===== src/rtl/dp_hs_pkg.sv =====
package dp_hs_pkg;
   typedef enum logic [1:0] {
      HS_IDLE  = 2'd0,
      HS_WAIT  = 2'd1,
      HS_FRAME = 2'd2,
      HS_FLUSH = 2'd3
   } hs_state_e;
endpackage


===== src/rtl/dp_req_latch.sv =====
module dp_req_latch #(
   parameter int NIB_W       = 4,
   parameter int REQ_BIT     = 0,
   parameter int PRI_BIT     = 1,
   parameter bit PRIO_STICKY = 1'b1
) (
   input  logic             clk,
   input  logic             rst_n,
   input  logic [NIB_W-1:0] txd,
   input  logic             tx_en,
   input  logic             clr,
   output logic             req_now,
   output logic             prio_eff
);
   logic pend_prio_q;

   // request is only meaningful while the enable is low
   assign req_now = !tx_en && txd[REQ_BIT];

   generate
      if (PRIO_STICKY) begin : g_sticky
         always_ff @(posedge clk) begin
            if (!rst_n || clr || !req_now) pend_prio_q <= 1'b0;
            else                           pend_prio_q <= pend_prio_q | txd[PRI_BIT];
         end
         assign prio_eff = pend_prio_q | (req_now & txd[PRI_BIT]);
      end else begin : g_follow
         always_ff @(posedge clk) pend_prio_q <= 1'b0;
         assign prio_eff = req_now & txd[PRI_BIT];
      end
   endgenerate
endmodule


===== src/rtl/dp_grant_fsm.sv =====
module dp_grant_fsm
   import dp_hs_pkg::*;
#(
   parameter int START_WIN    = 50,
   parameter int FLUSH_CYCLES = 4
) (
   input  logic clk,
   input  logic rst_n,
   input  logic req_now,
   input  logic req_prio,
   input  logic net_grant,
   input  logic tx_en,
   input  logic tx_er,
   output logic col_n,
   output logic grant_prio,
   output logic start_timeout,
   output logic frame_err,
   output logic grant_pulse
);
   localparam int CNT_MAX = (START_WIN > FLUSH_CYCLES) ? START_WIN : FLUSH_CYCLES;
   localparam int CNT_W   = $clog2(CNT_MAX + 1);
   localparam logic [CNT_W-1:0] WIN_LAST   = CNT_W'(START_WIN - 1);
   localparam logic [CNT_W-1:0] FLUSH_LAST = CNT_W'(FLUSH_CYCLES - 1);

   generate
      if (START_WIN < 2)    begin : g_bad_win   $error("START_WIN must be at least 2");    end
      if (FLUSH_CYCLES < 1) begin : g_bad_flush $error("FLUSH_CYCLES must be at least 1"); end
   endgenerate

   hs_state_e        st_q;
   logic [CNT_W-1:0] cnt_q;

   assign grant_pulse = (st_q == HS_IDLE) && req_now && net_grant;

   always_ff @(posedge clk) begin
      if (!rst_n) begin
         st_q          <= HS_IDLE;
         cnt_q         <= '0;
         col_n         <= 1'b1;
         grant_prio    <= 1'b0;
         start_timeout <= 1'b0;
         frame_err     <= 1'b0;
      end else begin
         start_timeout <= 1'b0;
         unique case (st_q)
            HS_IDLE: if (grant_pulse) begin
               st_q       <= HS_WAIT;
               cnt_q      <= '0;
               col_n      <= 1'b0;
               grant_prio <= req_prio;
               frame_err  <= 1'b0;
            end
            HS_WAIT: begin
               if (tx_en) begin
                  st_q <= HS_FRAME;
               end else if (cnt_q == WIN_LAST) begin
                  st_q          <= HS_IDLE;
                  col_n         <= 1'b1;
                  start_timeout <= 1'b1;
               end else begin
                  cnt_q <= cnt_q + 1'b1;
               end
            end
            HS_FRAME: begin
               if (tx_er) frame_err <= 1'b1;
               if (!tx_en) begin
                  st_q  <= HS_FLUSH;
                  cnt_q <= '0;
               end
            end
            HS_FLUSH: begin
               if (cnt_q == FLUSH_LAST) begin
                  st_q  <= HS_IDLE;
                  col_n <= 1'b1;
               end else begin
                  cnt_q <= cnt_q + 1'b1;
               end
            end
            default: st_q <= HS_IDLE;
         endcase
      end
   end

   // acknowledge falls only after a request edge that also saw the network grant
   assert_grant_needs_net_R3: assert property (@(posedge clk) disable iff (!rst_n)
      $fell(col_n) |-> ($past(net_grant) && $past(req_now)));
   // the timeout flag coincides with release of the acknowledge
   assert_timeout_releases_R6: assert property (@(posedge clk) disable iff (!rst_n)
      start_timeout |-> (col_n && $past(!col_n) && $past(!tx_en)));
   // the timeout flag lasts one cycle
   assert_timeout_single_R6: assert property (@(posedge clk) disable iff (!rst_n)
      start_timeout |=> !start_timeout);
   // the error flag rises only from a sampled transmit error under a grant
   assert_err_from_txer_R8: assert property (@(posedge clk) disable iff (!rst_n)
      $rose(frame_err) |-> ($past(tx_er) && $past(!col_n)));
   // a normal release happens only with the enable low
   assert_release_enable_low_R7: assert property (@(posedge clk) disable iff (!rst_n)
      ($rose(col_n) && !start_timeout) |-> $past(!tx_en));
endmodule


===== src/rtl/dp_rx_tagger.sv =====
module dp_rx_tagger #(
   parameter int NIB_W   = 4,
   parameter int PRI_BIT = 1
) (
   input  logic             clk,
   input  logic             rst_n,
   input  logic [NIB_W-1:0] lnk_rxd,
   input  logic             lnk_rx_valid,
   input  logic             lnk_rx_prio,
   output logic [NIB_W-1:0] mii_rxd,
   output logic             mii_rx_dv
);
   logic             valid_q;
   logic [NIB_W-1:0] data_q;
   logic [NIB_W-1:0] tag;
   logic             frame_start;

   assign frame_start = lnk_rx_valid && !valid_q;

   always_comb begin
      tag          = '0;
      tag[PRI_BIT] = lnk_rx_prio;
   end

   always_ff @(posedge clk) begin
      if (!rst_n) begin
         valid_q   <= 1'b0;
         data_q    <= '0;
         mii_rxd   <= '0;
         mii_rx_dv <= 1'b0;
      end else begin
         valid_q   <= lnk_rx_valid;
         data_q    <= lnk_rx_valid ? lnk_rxd : '0;
         mii_rx_dv <= valid_q;
         if (frame_start)  mii_rxd <= tag;
         else if (valid_q) mii_rxd <= data_q;
         else              mii_rxd <= '0;
      end
   end

   // the cycle before valid rises carries the frame priority
   assert_tag_before_dv_R9: assert property (@(posedge clk) disable iff (!rst_n)
      $rose(mii_rx_dv) |-> ($past(mii_rxd[PRI_BIT]) == $past(lnk_rx_prio, 2)));
   // receive valid follows the link valid by two edges
   assert_dv_latency_R10: assert property (@(posedge clk) disable iff (!rst_n)
      $rose(mii_rx_dv) |-> $past(lnk_rx_valid, 2));
endmodule


===== src/rtl/dp_txreq_hs.sv =====
module dp_txreq_hs #(
   parameter int NIB_W        = 4,
   parameter int START_WIN    = 50,
   parameter int FLUSH_CYCLES = 4,
   parameter bit PRIO_STICKY  = 1'b1
) (
   input  logic             clk,
   input  logic             rst_n,
   input  logic [NIB_W-1:0] mii_txd,
   input  logic             mii_tx_en,
   input  logic             mii_tx_er,
   input  logic             net_grant,
   output logic             mii_col_n,
   output logic             grant_prio,
   output logic             start_timeout,
   output logic             frame_err,
   input  logic [NIB_W-1:0] lnk_rxd,
   input  logic             lnk_rx_valid,
   input  logic             lnk_rx_prio,
   output logic [NIB_W-1:0] mii_rxd,
   output logic             mii_rx_dv
);
   localparam int REQ_BIT = 0;
   localparam int PRI_BIT = 1;

   generate
      if (NIB_W < 2) begin : g_bad_nib $error("NIB_W must hold request and priority bits"); end
   endgenerate

   logic req_now, prio_eff, grant_pulse;

   dp_req_latch #(
      .NIB_W(NIB_W), .REQ_BIT(REQ_BIT), .PRI_BIT(PRI_BIT), .PRIO_STICKY(PRIO_STICKY)
   ) u_req (
      .clk(clk), .rst_n(rst_n), .txd(mii_txd), .tx_en(mii_tx_en),
      .clr(grant_pulse), .req_now(req_now), .prio_eff(prio_eff)
   );

   dp_grant_fsm #(.START_WIN(START_WIN), .FLUSH_CYCLES(FLUSH_CYCLES)) u_fsm (
      .clk(clk), .rst_n(rst_n), .req_now(req_now), .req_prio(prio_eff),
      .net_grant(net_grant), .tx_en(mii_tx_en), .tx_er(mii_tx_er),
      .col_n(mii_col_n), .grant_prio(grant_prio), .start_timeout(start_timeout),
      .frame_err(frame_err), .grant_pulse(grant_pulse)
   );

   dp_rx_tagger #(.NIB_W(NIB_W), .PRI_BIT(PRI_BIT)) u_rx (
      .clk(clk), .rst_n(rst_n), .lnk_rxd(lnk_rxd), .lnk_rx_valid(lnk_rx_valid),
      .lnk_rx_prio(lnk_rx_prio), .mii_rxd(mii_rxd), .mii_rx_dv(mii_rx_dv)
   );

   // a nibble seen with enable high never produces a grant
   assert_no_grant_in_frame_R11: assert property (@(posedge clk) disable iff (!rst_n)
      $fell(mii_col_n) |-> $past(!mii_tx_en));
endmodule


===== config.mk =====
export PLATFORM = sky130hd
export DESIGN_NAME = dp_txreq_hs
export DESIGN_NICKNAME = d
export VERILOG_FILES = /design/src/rtl/dp_hs_pkg.sv /design/src/rtl/dp_req_latch.sv /design/src/rtl/dp_grant_fsm.sv /design/src/rtl/dp_rx_tagger.sv /design/src/rtl/dp_txreq_hs.sv
export SDC_FILE = /design/constraint.sdc
export NUM_CORES = 1
export LEC_CHECK = 0
export ABC_AREA = 1
export BUFFER_PORTS_ARGS = -buffer_cell sky130_fd_sc_hd__buf_4
export CAP_MARGIN = 20
export CORE_ASPECT_RATIO = 1.25
export CORE_MARGIN = 2
export CORE_UTILIZATION = 25
export DETAILED_ROUTE_END_ITERATION = 16
export PLACE_DENSITY_LB_ADDON = 0.08
export REMOVE_ABC_BUFFERS = 1
export SLEW_MARGIN = 20
export SYNTH_ARGS = -nofsm -noshare
export SYNTH_HDL_FRONTEND = slang
export SYNTH_SLANG_ARGS = --single-unit

===== constraint.sdc =====
create_clock -name clk -period 4.2 [get_ports clk]
set_clock_uncertainty 0.15 [all_clocks]
set_input_delay 0.21 -clock clk [delete_from_list [all_inputs] [get_ports clk]]
set_output_delay 0.21 -clock clk [all_outputs]
set_load 0.02 [all_outputs]

==> flow_summary_export.csv <==
group,metric,value,unit
outcome,status,"finished clean",
pwr,p_leak,0.607,nW
floorplanning,die_h,77.4,microns
timing,tightest_slew,0.317,ns
yosys,ys_ff_latch,23,
setup_path,criticalPathCategory,"reg -> reg",
grt,grt_max_degree,14,
final_layout,layout-drive-gt1-share,0.260,
worst_hold_path,hp-class,"in -> reg",
worst_hold_path,hold_depth,2,
grt,top_usage_layer,"met2",
setup_path,worstSetupStartpointType,"register",
floorplanning,die_w,62.7,microns
grt,grt_first_pass_wirelength,3.92,mm
pwr,irDropWorstVdd,0.136,mV
pwr,power_switching,0.144,mW
routing,vias_per_cell,4.11,
yosys,synth_area_per_cell,7.65,sq um
final_layout,area_delta_synth_final,28.8,%
yosys,ys_warn_count,0,
cts,path_clk_slew,0.08,ns
cts,clock_sinks,23,
timing,slew_viol_final,0,
floorplanning,num_rows,26,
cts,clk_latency,0.26,ns
grt,grt_use_met2,0.165,
floorplanning,core-area,4130,sq um
setup_path,cp_max_fo,8,
run,drv_cap,0,
final_layout,fin_util,0.336,
cts,post_cts_resized,0,
grt,overflow,0,
floorplanning,pin_count,24,
floorplanning,start_util,0.261,
setup_path,r2r_cells,9,
yosys,synth_top_cell_area_share,0.427,
timing,tns,0,ns
routing,dr.pass1.iters,4,
grt,track_usage,0.102,
yosys,synthTopCellsByArea,"dfxtp_1 43%, nand3_1 8.8%, nand2_1 7.7%",
grt,grt_use_met1,0.124,
final_layout,mostFrequentLayoutCells,"23 x dfxtp_1, 22 x nand2_1, 21 x inv_1, 21 x buf_4, 20 x nor2_1",
final_layout,nets,187,
setup_path,timing.rr.start,"u_fsm.cnt_q[1]",
timing,period_share,0.375,
cts,clockBufferDepth,2,
cts,cts_tree,"yes",
timing,hold_ws,0.0487,ns
yosys,synth_area,1080,sq um
yosys,yosysSeqAreaShare,0.427,
yosys,synthCells,141,
setup_path,arrival,1.63,ns
placed_design,place_congestion,0.776,
setup_path,required,4.26,ns
routing,wl,2.22,mm
floorplanning,die-area,4860,sq um
placed_design,port_buffers,21,
yosys,synth_top_cell_by_area,"dfxtp_1",
final_layout,layout_commonest_cell,"dfxtp_1",
setup_path,reg2reg_to,"u_fsm.cnt_q[5]",
worst_hold_path,min_from,"lnk_rx_prio",
cts,htreeDepth,1,
final_layout,n_antenna_cell,0,
cts,cts_buffers,3,
pwr,power_frac_clock,0.286,
routing,drtAntennaViolNets,0,
timing,max_freq,0.636,GHz
routing,drt_iter0_markers,33,
setup_path,crit_path_end_kind,"register",
routing,num_vias,925,
timing,finalSetupViolations,0,
final_layout,n_fill_cell,461,
setup_path,reg2reg_slack,2.63,ns
pwr,comb_power_share,0.206,
yosys,synthDistinctLibCells,24,
timing,slew_headroom,0.789,
timing,min_period,1.57,ns
routing,detail_route.wl_per_cell,9.85,microns
cts,clock_tree.root_cell,"clkbuf_8",
timing,hold_viol_final,0,
routing,post-route-drc-count,0,
pwr,p_sw_frac,0.297,
pwr,seqPwrFrac,0.507,
worst_hold_path,whs_endpoint,"u_rx.mii_rxd[1]",
placed_design,hpwl,1.66,mm
grt,grt_pass1_vias,893,
grt,grt.met3_usage,0.0246,
pwr,power_density,348,nW/um^2
pwr,p_int,0.339,mW
timing,rsz0062_at_grt,"no",
grt,antenna_found_initial,0,
metal layers:
layer / wire length (microns) / up-vias
li1: - / 501
met1: 1030 / 403
met2: 1040 / 16
met3: 88 / 5
met4: 57 / 0
met5: 0 / -
critical path, cell delays in order, from the launching register on:
cell and delay, ns:
dfxtp_1 0.40, inv_1 0.06, ha_1 0.19, nand3_1 0.09, nor2_2 0.06, o21ai_4 0.26, nand3_1 0.12, nand2_1 0.07
inv_1 0.04, nor2_2 0.07
per-stage QoR:
step / total power [mW] / area (sq um) / cells / setup slack (ns)
after floorplan: 0.316 / 1070 / 140 / 2.80
after global placement: 0.348 / 1300 / 217 / 2.63
after detailed placement: 0.349 / 1300 / 217 / 2.62
after CTS: 0.495 / 1390 / 225 / 2.60
after global routing: 0.513 / 1390 / 225 / 2.49
final: 0.483 / 1390 / 225 / 2.63
how the worst max path moves through the flow:
stage                         from        endpoint  slack, ns  cells after the start
global route        u_fsm.cnt_q[0]  u_fsm.cnt_q[4]       2.49                      8
global placement    u_fsm.cnt_q[1]  u_fsm.cnt_q[0]       2.63                      9
floorplan           u_fsm.cnt_q[0]  u_fsm.cnt_q[0]       2.80                      8
finish              u_fsm.cnt_q[1]  u_fsm.cnt_q[5]       2.63                      9
CTS                 u_fsm.cnt_q[1]  u_fsm.cnt_q[5]       2.60                      9
detailed placement  u_fsm.cnt_q[1]  u_fsm.cnt_q[5]       2.62                      9
state kept, by name, summed over array words and instances (netlist names), named ones only:
name,cells
u_rx.mii_rx_dv,1
u_fsm.cnt_q,6
u_rx.valid_q,1
u_fsm.start_timeout,1
u_req.pend_prio_q,1
u_fsm.grant_prio,1
u_rx.data_q,4
u_rx.mii_rxd,4
u_fsm.st_q,1
u_fsm.frame_err,1
u_fsm.col_n,1
logic make-up (layout without fill, tap and decap cells):
family / after synthesis / count (layout) / share of synthesized area
DFF: 23 / 23 / 0.427
and+or+nand+nor: 81 / 81 / 0.394
buffers and inverters: 25 / 53 / 0.0870
AOI/OAI and AO/OA: 10 / 10 / 0.0685
adders and majority gates: 2 / 2 / 0.0232
repair_timing:
action	in CTS	in global routing
hold endpoints to repair	4	0
hold buffers	4	0
setup buffers	0	0
power groups by stage:
stage | combinational [mW] | sequential (mW) | clock, mW
floorplan | 0.0645 | 0.251 | 0
global placement | 0.0979 | 0.250 | 0
detailed placement | 0.0983 | 0.250 | 0
CTS | 0.101 | 0.245 | 0.149
global route | 0.112 | 0.248 | 0.154
finish | 0.0997 | 0.245 | 0.138
cells in the mapped netlist:
library cell and number:
nand4_1 3, nand2_1 22, nand3_2 1, a32o_1 1, a31o_2 1, o21ai_0 2, nor3_1 1, nor2_2 6
nor2_1 20, nor2_4 2, or2_1 2, clkbuf_1 1, nand3_4 1, o21ai_4 1, nand2_2 1, ha_1 2
nand3_1 19, dfxtp_1 23, a21oi_1 4, inv_2 3, nand2_4 2, nor2_8 1, a32oi_1 1, inv_1 21
area by class of cell:
cell class	instances	area [sq um]	share of cell area
multi-input cells	93	524	0.377
inverters	24	90.1	0.0649
flip-flops and latches	23	460	0.332
clock inverters	1	5.00	0.00360
clock buffers	3	41.3	0.0297
repair buffers	25	198	0.142
well taps	56	70.1	0.0505
No activity file was read; power rests on OpenSTA's default activity.
